==> src/rtl/fcm_pkg.sv <==
package fcm_pkg;
    typedef enum logic [1:0] {
        RG_STOP,
        RG_FLOOR,
        RG_RAMP,
        RG_FULL
    } region_e;

    typedef enum logic {
        ST_HOLD,
        ST_SHOW
    } state_e;
endpackage

==> src/rtl/fcm_ramp.sv <==
module fcm_ramp #(
    parameter int EXT_W     = 10,
    parameter int DUTY_W    = 8,
    parameter int SLOPE_W   = 3,
    parameter int MAX_SHIFT = 5
) (
    input  logic signed [EXT_W-1:0]   t_x,
    input  logic signed [EXT_W-1:0]   l_x,
    input  logic        [SLOPE_W-1:0] slope_code,
    input  logic        [DUTY_W-1:0]  duty_low,
    output logic        [DUTY_W-1:0]  ramp_duty,
    output logic                      ramp_over
);
    localparam int PROD_W = EXT_W + MAX_SHIFT + 2;
    localparam logic [SLOPE_W-1:0] MAX_SH_C = SLOPE_W'(MAX_SHIFT);

    logic        [SLOPE_W-1:0] shift_amt;
    logic signed [EXT_W-1:0]   diff;
    logic        [PROD_W-1:0]  diff_u;
    logic        [PROD_W-1:0]  prod;
    logic        [PROD_W-1:0]  sum;

    always_comb begin
        shift_amt = (slope_code > MAX_SH_C) ? MAX_SH_C : slope_code;
        diff      = t_x - l_x;
        diff_u    = diff[EXT_W-1] ? '0 : {{(PROD_W-EXT_W){1'b0}}, diff};
        prod      = diff_u << shift_amt;
        sum       = {{(PROD_W-DUTY_W){1'b0}}, duty_low} + prod;
        ramp_over = |sum[PROD_W-1:DUTY_W];
        ramp_duty = ramp_over ? '1 : sum[DUTY_W-1:0];
    end
endmodule

==> src/rtl/fcm_region.sv <==
module fcm_region
    import fcm_pkg::*;
#(
    parameter int EXT_W = 10
) (
    input  logic signed [EXT_W-1:0] t_x,
    input  logic signed [EXT_W-1:0] p_x,
    input  logic signed [EXT_W-1:0] l_x,
    input  logic                    ramp_over,
    output region_e                 region
);
    always_comb begin
        if (t_x <= p_x)
            region = RG_STOP;
        else if (t_x <= l_x)
            region = RG_FLOOR;
        else if (ramp_over)
            region = RG_FULL;
        else
            region = RG_RAMP;
    end
endmodule

==> src/rtl/fcm_cutoff.sv <==
module fcm_cutoff #(
    parameter int DUTY_W = 8,
    parameter int CUTOFF = 18
) (
    input  logic [DUTY_W-1:0] duty_in,
    input  logic              tach_en,
    input  logic              tach_mode,
    output logic [DUTY_W-1:0] duty_out
);
    localparam logic [DUTY_W-1:0] CUT_C = DUTY_W'(CUTOFF);

    logic cut_active;

    always_comb begin
        cut_active = tach_en && !tach_mode;
        duty_out   = (cut_active && (duty_in < CUT_C)) ? '0 : duty_in;
    end
endmodule

==> src/rtl/fan_curve_mapper.sv <==
module fan_curve_mapper
    import fcm_pkg::*;
#(
    parameter int TEMP_W    = 8,
    parameter int DUTY_W    = 8,
    parameter int LOWC_W    = 5,
    parameter int LOW_SHIFT = 2,
    parameter int SLOPE_W   = 3,
    parameter int MAX_SHIFT = 5,
    parameter int CUTOFF    = 18,
    parameter int DUTY_RST  = 84
) (
    input  logic              clk,
    input  logic              rst_n,
    input  logic              temp_vld,
    input  logic [TEMP_W-1:0] temp_c,
    input  logic [LOWC_W-1:0] low_code,
    input  logic [SLOPE_W-1:0] slope_code,
    input  logic [DUTY_W-1:0] duty_low,
    input  logic [TEMP_W-1:0] psv_temp,
    input  logic              tach_en,
    input  logic              tach_mode,
    output logic [DUTY_W-1:0] duty_out,
    output logic              duty_vld
);
    localparam int LT_W  = LOWC_W + LOW_SHIFT;
    localparam int EXT_W = ((TEMP_W > LT_W) ? TEMP_W : LT_W) + 2;

    logic signed [EXT_W-1:0] t_x;
    logic signed [EXT_W-1:0] p_x;
    logic signed [EXT_W-1:0] l_x;
    logic [DUTY_W-1:0] ramp_duty;
    logic              ramp_over;
    region_e           region;
    logic [DUTY_W-1:0] curve_duty;
    logic [DUTY_W-1:0] final_duty;
    state_e            state_q;
    state_e            state_d;
    logic [DUTY_W-1:0] duty_q;

    always_comb begin
        t_x = {{(EXT_W-TEMP_W){temp_c[TEMP_W-1]}}, temp_c};
        p_x = {{(EXT_W-TEMP_W){psv_temp[TEMP_W-1]}}, psv_temp};
        l_x = {{(EXT_W-LT_W){1'b0}}, low_code, {LOW_SHIFT{1'b0}}};
    end

    fcm_ramp #(
        .EXT_W    (EXT_W),
        .DUTY_W   (DUTY_W),
        .SLOPE_W  (SLOPE_W),
        .MAX_SHIFT(MAX_SHIFT)
    ) ramp_i (
        .t_x       (t_x),
        .l_x       (l_x),
        .slope_code(slope_code),
        .duty_low  (duty_low),
        .ramp_duty (ramp_duty),
        .ramp_over (ramp_over)
    );

    fcm_region #(
        .EXT_W(EXT_W)
    ) region_i (
        .t_x      (t_x),
        .p_x      (p_x),
        .l_x      (l_x),
        .ramp_over(ramp_over),
        .region   (region)
    );

    always_comb begin
        unique case (region)
            RG_STOP:  curve_duty = '0;
            RG_FLOOR: curve_duty = duty_low;
            RG_RAMP:  curve_duty = ramp_duty;
            RG_FULL:  curve_duty = '1;
            default:  curve_duty = '0;
        endcase
    end

    fcm_cutoff #(
        .DUTY_W(DUTY_W),
        .CUTOFF(CUTOFF)
    ) cutoff_i (
        .duty_in  (curve_duty),
        .tach_en  (tach_en),
        .tach_mode(tach_mode),
        .duty_out (final_duty)
    );

    // next-state logic
    always_comb begin
        unique case (state_q)
            ST_HOLD: state_d = temp_vld ? ST_SHOW : ST_HOLD;
            ST_SHOW: state_d = temp_vld ? ST_SHOW : ST_HOLD;
            default: state_d = ST_HOLD;
        endcase
    end

    // state register
    always_ff @(posedge clk or negedge rst_n) begin
        if (!rst_n)
            state_q <= ST_HOLD;
        else
            state_q <= state_d;
    end

    // output register
    always_ff @(posedge clk or negedge rst_n) begin
        if (!rst_n)
            duty_q <= DUTY_W'(DUTY_RST);
        else if (temp_vld)
            duty_q <= final_duty;
    end

    assign duty_out = duty_q;
    assign duty_vld = (state_q == ST_SHOW);
endmodule

==> config.mk <==
export PLATFORM = sky130hd
export DESIGN_NAME = fan_curve_mapper
export DESIGN_NICKNAME = d
export VERILOG_FILES = /design/src/rtl/fcm_pkg.sv /design/src/rtl/fcm_ramp.sv /design/src/rtl/fcm_region.sv /design/src/rtl/fcm_cutoff.sv /design/src/rtl/fan_curve_mapper.sv
export SDC_FILE = /design/constraint.sdc
export NUM_CORES = 1
export LEC_CHECK = 0
export BUFFER_PORTS_ARGS = -buffer_cell sky130_fd_sc_hd__buf_2
export CAP_MARGIN = 20
export CORE_ASPECT_RATIO = 1.2
export CORE_MARGIN = 2
export CORE_UTILIZATION = 49
export DETAILED_ROUTE_END_ITERATION = 7
export PLACE_DENSITY = 0.78
export SLEW_MARGIN = 10
export SYNTH_ARGS = -nofsm -noshare
export SYNTH_HDL_FRONTEND = slang
export SYNTH_SLANG_ARGS = --single-unit
==> constraint.sdc <==
create_clock -name clk -period 0.8 [get_ports clk]
set_input_delay 0.08 -clock clk [delete_from_list [all_inputs] [get_ports clk]]
set_output_delay 0.08 -clock clk [all_outputs]
set_load 0.02 [all_outputs]
### Yosys cells after proc, flatten, opt, wreduce, memory -nomap -nowiden

Index checks and enable logic that the tools add are counted.

| storage, ports and cells | value |
|---|---|
| register bits after elaboration | 9 |
| input bits | 37 |
| output and inout port bits | 9 |

| operators by class | value |
|---|---|
| $add $sub $neg | 2 |
| magnitude comparators | 4 |
| equal/unequal tests | 3 |
| shifts and indexed selects | 1 |
| mux-type cells | 9 |
| reductions and logical operators | 5 |

Operators by type and width:

| cell | count |
|---|---|
| case mux 8 bit (4 select lines) | 1 |
| adder 8 x 17 -> 17 bit | 1 |
| << shifter 17 x 3 -> 17 bit | 1 |
| less-or-equal comparator 8 bit | 2 |
| two-way mux 8 bit | 2 |
| two-way mux 9 bit | 1 |
| OR reduction 9 bit | 1 |
| subtractor 8 x 8 -> 9 bit | 1 |
| < comparator 8 x 5 -> 1 bit (second input constant) | 1 |
| equality test 2 bit (second input constant) | 2 |
| two-way mux 2 bit | 2 |
| greater-than comparator 3 bit (second input constant) | 1 |
| two-way mux 3 bit | 1 |
| equality test 2 x 1 -> 1 bit (second input constant) | 1 |
| logical AND 1 bit | 2 |
| zero test 2 bit | 1 |
| two-way mux 1 bit | 2 |
| zero test 1 bit | 1 |

### Depth between registers and ports, before layout

| logic depth | value |
|---|---|
| word-level depth | 13 |
| mapped depth | 20 |
| mapped depth without buffers | 19 |

### Hierarchy

A second synthesis with hierarchy kept.

| second synthesis, totals | value |
|---|---|
| cells, all modules | 310 |
| area, all modules | 2376.0 um2 |

Modules (own cells, without submodules):

| module | times used | cells each | area each (um2) | sequential area each (um2) |
|---|---|---|---|---|
| fcm_ramp | 1 | 173 | 1204.9 | 0.0 |
| fcm_region | 1 | 75 | 576.8 | 0.0 |
| fan_curve_mapper | 1 | 46 | 499.2 | 229.0 |
| fcm_cutoff | 1 | 16 | 95.1 | 0.0 |

### Least setup slack after synthesis

No wires, ideal clock.

| timing | value |
|---|---|
| path type | input -> register |
| from | input temp_c[2] |
| to | register duty_q[4], in the netlist duty_out[4] |
| arrival time | 3653 ps |
| required time | 718 ps |
| path slack | -2935 ps |
| stages on the path | 20 |
| buffers on the path | 1 |
| path through | inv_1 ha_1 inv_1 fa_1 a21o_1 a211oi_2 nor3_1 a221oi_1 a211oi_1 a21o_1 ha_1 o21ai_0 nand2b_1 nand3_1 or3b_2 o311a_1 and3_1 buf_6 a221o_1 a22oi_1 |

| between the ends | value |
|---|---|
| cells in the longest elaborated chain, start to end | 13 |
| elaborated cells between the ends (all ways) | 19 |

RTL lines:

| element | line | source |
|---|---|---|
| from (decl) | fan_curve_mapper.sv:16 | `input logic [TEMP_W-1:0] temp_c,` |
| subtractor 8 x 8 -> 9 bit | fcm_ramp.sv:25 | `diff = t_x - l_x;` |
| two-way mux 9 bit | fcm_ramp.sv:26 | `diff_u = diff[EXT_W-1] ? '0 : {{(PROD_W-EXT_W){1'b0}}, diff};` |
| << shifter 17 x 3 -> 17 bit | fcm_ramp.sv:27 | `prod = diff_u << shift_amt;` |
| adder 8 x 17 -> 17 bit | fcm_ramp.sv:28 | `sum = {{(PROD_W-DUTY_W){1'b0}}, duty_low} + prod;` |
| OR reduction 9 bit | fcm_ramp.sv:29 | `ramp_over = \|sum[PROD_W-1:DUTY_W];` |
| two-way mux 1 bit | fcm_region.sv:17 | `else if (ramp_over)` |
| two-way mux 2 bit | fcm_region.sv:15 | `else if (t_x <= l_x)` |
| two-way mux 2 bit | fcm_region.sv:13 | `if (t_x <= p_x)` |
| equality test 2 bit, or another cell as far along | fan_curve_mapper.sv:72 | `unique case (region)` |
| case mux 8 bit (4 select lines) (*) | fan_curve_mapper.sv:72 |  |
| < comparator 8 x 5 -> 1 bit | fcm_cutoff.sv:16 | `duty_out = (cut_active && (duty_in < CUT_C)) ? '0 : duty_in;` |
| logical AND 1 bit | fcm_cutoff.sv:16 |  |
| two-way mux 8 bit (*) | fcm_cutoff.sv:16 |  |
| to (signal assigned) | fan_curve_mapper.sv:111 | `duty_q <= DUTY_W'(DUTY_RST);` |
| to (signal assigned) | fan_curve_mapper.sv:113 | `duty_q <= final_duty;` |
| to (decl) | fan_curve_mapper.sv:39 | `logic [DUTY_W-1:0] duty_q;` |

Every way passes the cells marked *; elsewhere a longest branch is shown, timed or not.
A chain may end at the register's enable or synchronous reset.

### Worst setup path in the final report

| timing | value |
|---|---|
| from | input temp_c[2] |
| to | register duty_q[3], in the netlist duty_out[3] |

Same word-level chain as after synthesis.

==> results by group <==
Outcome
  – Status: finished with violations
  – Failing checks: setup timing

Timing
  – RSZ-0062 raised after global routing: true
  – Max Slew Vio Count: 0
  – Worst Tran Pin Value: ~900 ps
  – Post-route clock period utilization: 4.499
  – Achievable Freq: around 280 MHz
  – Slew HR: 0.3905
  – Clock skew: 0 ps
  – Final Hold Viols: 0
  – Final WS setup: -2799 ps
  – Setup Viol. Count Final: 17
  – Tmin final: around 3600 ps
  – Fin Setup TNS: -22560 ps

Flow run
  – Max cap viols: 0

Clock network
  – Cts bufs inserted: 3
  – Clock slew at reported path FFs: approximately 60 ps
  – # H-tree levels: 1
  – CTS max path bufs: 2
  – CTS sink cnt: 9
  – Clk_lat worst skew: roughly 240 ps
  – Root Buffer: clkbuf_8
  – CTS tree: yes

Logic synthesis
  – Post-synth EDFFs: 0
  – Ys flop type: dfrtp_1
  – Mapped Nets: 282
  – FF+latch count, synth: 9
  – Ys Warns: 0
  – Synthesized cell area: 1723 sq um
  – Post-synth ARST share: 1.000
  – Syn_area_per_cell: about 7.8 sq um
  – Syn Inst Count: between 200 and 250
  – Seq/Total Area, Yosys: 0.1329
  – Cell variety after synth: 56

Critical path
  – Delay-heaviest family, CP: compound AO/OA/AOI/OAI gates
  – Setup crit end kind: register
  – Reg2reg setup slack: -120 ps
  – Critical path arrival: between 3000 and 4000 ps
  – FF-to-FF End: duty_out[2]
  – Crit-path max cell delay: 380 ps
  – Startpoint Class: input port
  – Most frequent CP cell: o21ai_2
  – Worst path bufs/invs: 3
  – Worst r2r src: duty_out[2]
  – Cell chain of the critical path: buf_12 -> inv_12 -> ha_4 -> inv_2 -> fa_2 -> a21o_4 -> o2bb2ai_4 -> o211ai_1 -> nor2_1 -> a211oi_2 -> a21oi_1 -> ha_1 -> o21ai_2 -> o21ai_2 -> nand3_2 -> or3b_4 -> o311a_4 -> and3_4 -> a211o_2 -> a22oi_2
  – Worst Path Required: approximately 950 ps
  – Worst Path Max Fanout: 8
  – Critical path type: in2reg
  – Crit path max-delay cell type: or3b_4
  – FF-to-FF path depth: 3

Floorplan
  – Die Y: roughly 69 um
  – Row count: 23
  – Core ar.: ~3400 sq um
  – Starting density of the core: 0.5117
  – # IOs: 46
  – Die area: ~4000 sq um
  – Die Wd: 58.13 um

Power and ir drop
  – Leakage: roughly 0.0015 uW
  – Psw: approximately 1500 uW
  – Gate power share: 0.660
  – Net Sw Frac: 0.4182
  – Power share of the clock group: 0.167
  – Sequential power share: 0.173
  – Power per cell area: roughly 1200 nW/um^2
  – Peak VDD IR: between 2 and 2.5 mV
  – Cell Int Power: slightly above 2000 uW

Finish
  – Layout Cells excl Fill: roughly 390
  – FILL cells: approximately 150
  – Synthesis-to-finish area growth: 70.30%
  – Nets: roughly 400
  – N_diodes: 0
  – Core Util, Final: 0.8714
  – Layout cells sized above 1: 0.5200

Hold path
  – Hold endpoint: duty_out[7]
  – Hold path depth: 3
  – HP Start: temp_vld
  – Hold/Removal Path Class: in2reg

Placement
  – DP Cell Count: ~370
  – Setup WS pre-CTS: -3217 ps
  – Port Buf Inserts: 45
  – Routability-driven placement congestion ratio: approximately 0.95
  – Post-DP HPWL: ~4300 um

Route
  – Vias per cell: between 6 and 7
  – Post-route ant nets: 0
  – Initial drt markers: between 300 and 400
  – Vias: approximately 2600
  – Total Routed Length: around 8100 um
  – Pre-antenna DRT Iters: 5
  – # DRC: 0
  – Routed length per instance: 21.00 um

Global routing
  – GRT Total Usage: 0.3319
  – First-pass GRT wire length: approximately 10000 um
  – Initial antenna violation count: 0
  – Largest net degree at the start of global routing: 14
  – Vias in the first global route: between 2000 and 2500
  – Remaining global-route overflow: 0
power groups by stage:
stage / registers [uW] / logic (uW) / clock network (uW)
floorplan: 675 / 835 / 0
global placement: 581 / 1630 / 0
detailed placement: 582 / 1670 / 0
CTS: 594 / 1920 / 547
global route: 608 / 2390 / 599
finish: 604 / 2300 / 581
repair_timing:
| action | CTS | global route |
|---|---|---|
| setup buffers | 10 | 4 |
| gates cloned | 1 | 0 |
| hold endpoints to repair | 9 | 0 |
| hold buffers | 1 | 0 |
| pin swaps | 11 | 9 |
| setup endpoints to repair | 17 | 17 |
| gates resized for setup | 32 | 26 |
synthesized netlist by cell type, types with 3 or more instances:
cell type,number,share of area
a211oi_1,5,0.022
nor3_1,6,0.017
a211o_2,8,0.046
dfrtp_1,6,0.087
nand2_1,13,0.028
nand3_1,5,0.015
and3b_1,3,0.015
dfstp_2,3,0.046
nor4b_1,3,0.015
o21ai_0,13,0.038
or3_1,3,0.011
or2_2,3,0.011
inv_1,23,0.050
nand4_1,5,0.018
o21a_1,3,0.013
xnor2_1,3,0.015
ha_1,21,0.15
a21o_1,5,0.022
nor2_1,16,0.035
a22oi_1,5,0.022
o211ai_1,3,0.013
xor2_1,4,0.020
nand2b_1,6,0.022
a21oi_1,10,0.029
how the worst max path moves through the flow:
stage          cells past startpoint  slack [ps]      start          end
3_5_place_dp                      20       -3220  temp_c[2]  duty_out[0]
3_3_place_gp                      19       -3030  temp_c[2]  duty_out[4]
4_1_cts                           20       -2620  temp_c[2]  duty_out[4]
6_report                          20       -2800  temp_c[2]  duty_out[3]
5_1_grt                           24       -2890  temp_c[2]  duty_out[1]
2_1_floorplan                     20       -2770  temp_c[2]  duty_out[4]
worst reg2reg max path: stages, from the launching register on:
cell and delay [ps]:
dfstp_2 540, buf_4 100, nand2b_1 50, a22oi_1 150
sequential cells by signal, summed over array words and instances (netlist names):
signal	count
duty_vld	1
duty_out	8
cells in the final DEF (no fill, tap or decap), types with 7 or more instances in the layout:
| master | netlist | routed |
|---|---|---|
| buf_4 | 0 | 82 |
| ha_1 | 21 | 19 |
| inv_1 | 23 | 21 |
| a21oi_1 | 10 | 10 |
| nor2_1 | 16 | 15 |
| nand2_1 | 13 | 12 |
| buf_6 | 1 | 9 |
| buf_2 | 1 | 35 |
| a211o_2 | 8 | 7 |
per-stage QoR:
step,power (uW),cell area (sq um),hold WS [ps]
floorplan,1510,1770,-215.6
global placement,2208,2519,-65.88
detailed placement,2254,2519,-59.75
CTS,3065,2763,179.2
global route,3601,2934,186.2
finish,3482,2934,168.8
area by class of cell:
cell class              count  area, sq um  share of cell area
multi-input cells         186         1592              0.5424
repair buffers            128        922.1              0.3143
flip-flops and latches      9        229.0             0.07804
inverters                  23        98.84             0.03369
well taps                  37        46.29             0.01578
clock buffers               3        41.29             0.01407
clock inverters             1        5.005            0.001706
routing by layer:
metal | share of wire | track usage | up-vias
met5 | 0 | 0 | -
met3 | 0.083 | 0.06157 | 58
met4 | 0.060 | 0.1483 | 0
met2 | 0.49 | 0.6065 | 199
li1 | - | - | 1090
met1 | 0.37 | 0.3744 | 1203
kinds of logic (layout without fill, tap and decap cells):
group                    count (synthesis)  count (layout)  synth area share
adder cells (fa/ha/maj)                 23              23            0.1757
buffers and inverters                   28             155           0.06971
flip-flops                               9               9            0.1329
AO/OA/AOI/OAI                           72              72            0.3079
XOR/XNOR                                 7               7           0.03559
AND/OR/NAND/NOR                         79              80            0.2535
multiplexers                             4               4           0.02469
Power figures use the tool's default switching activity.
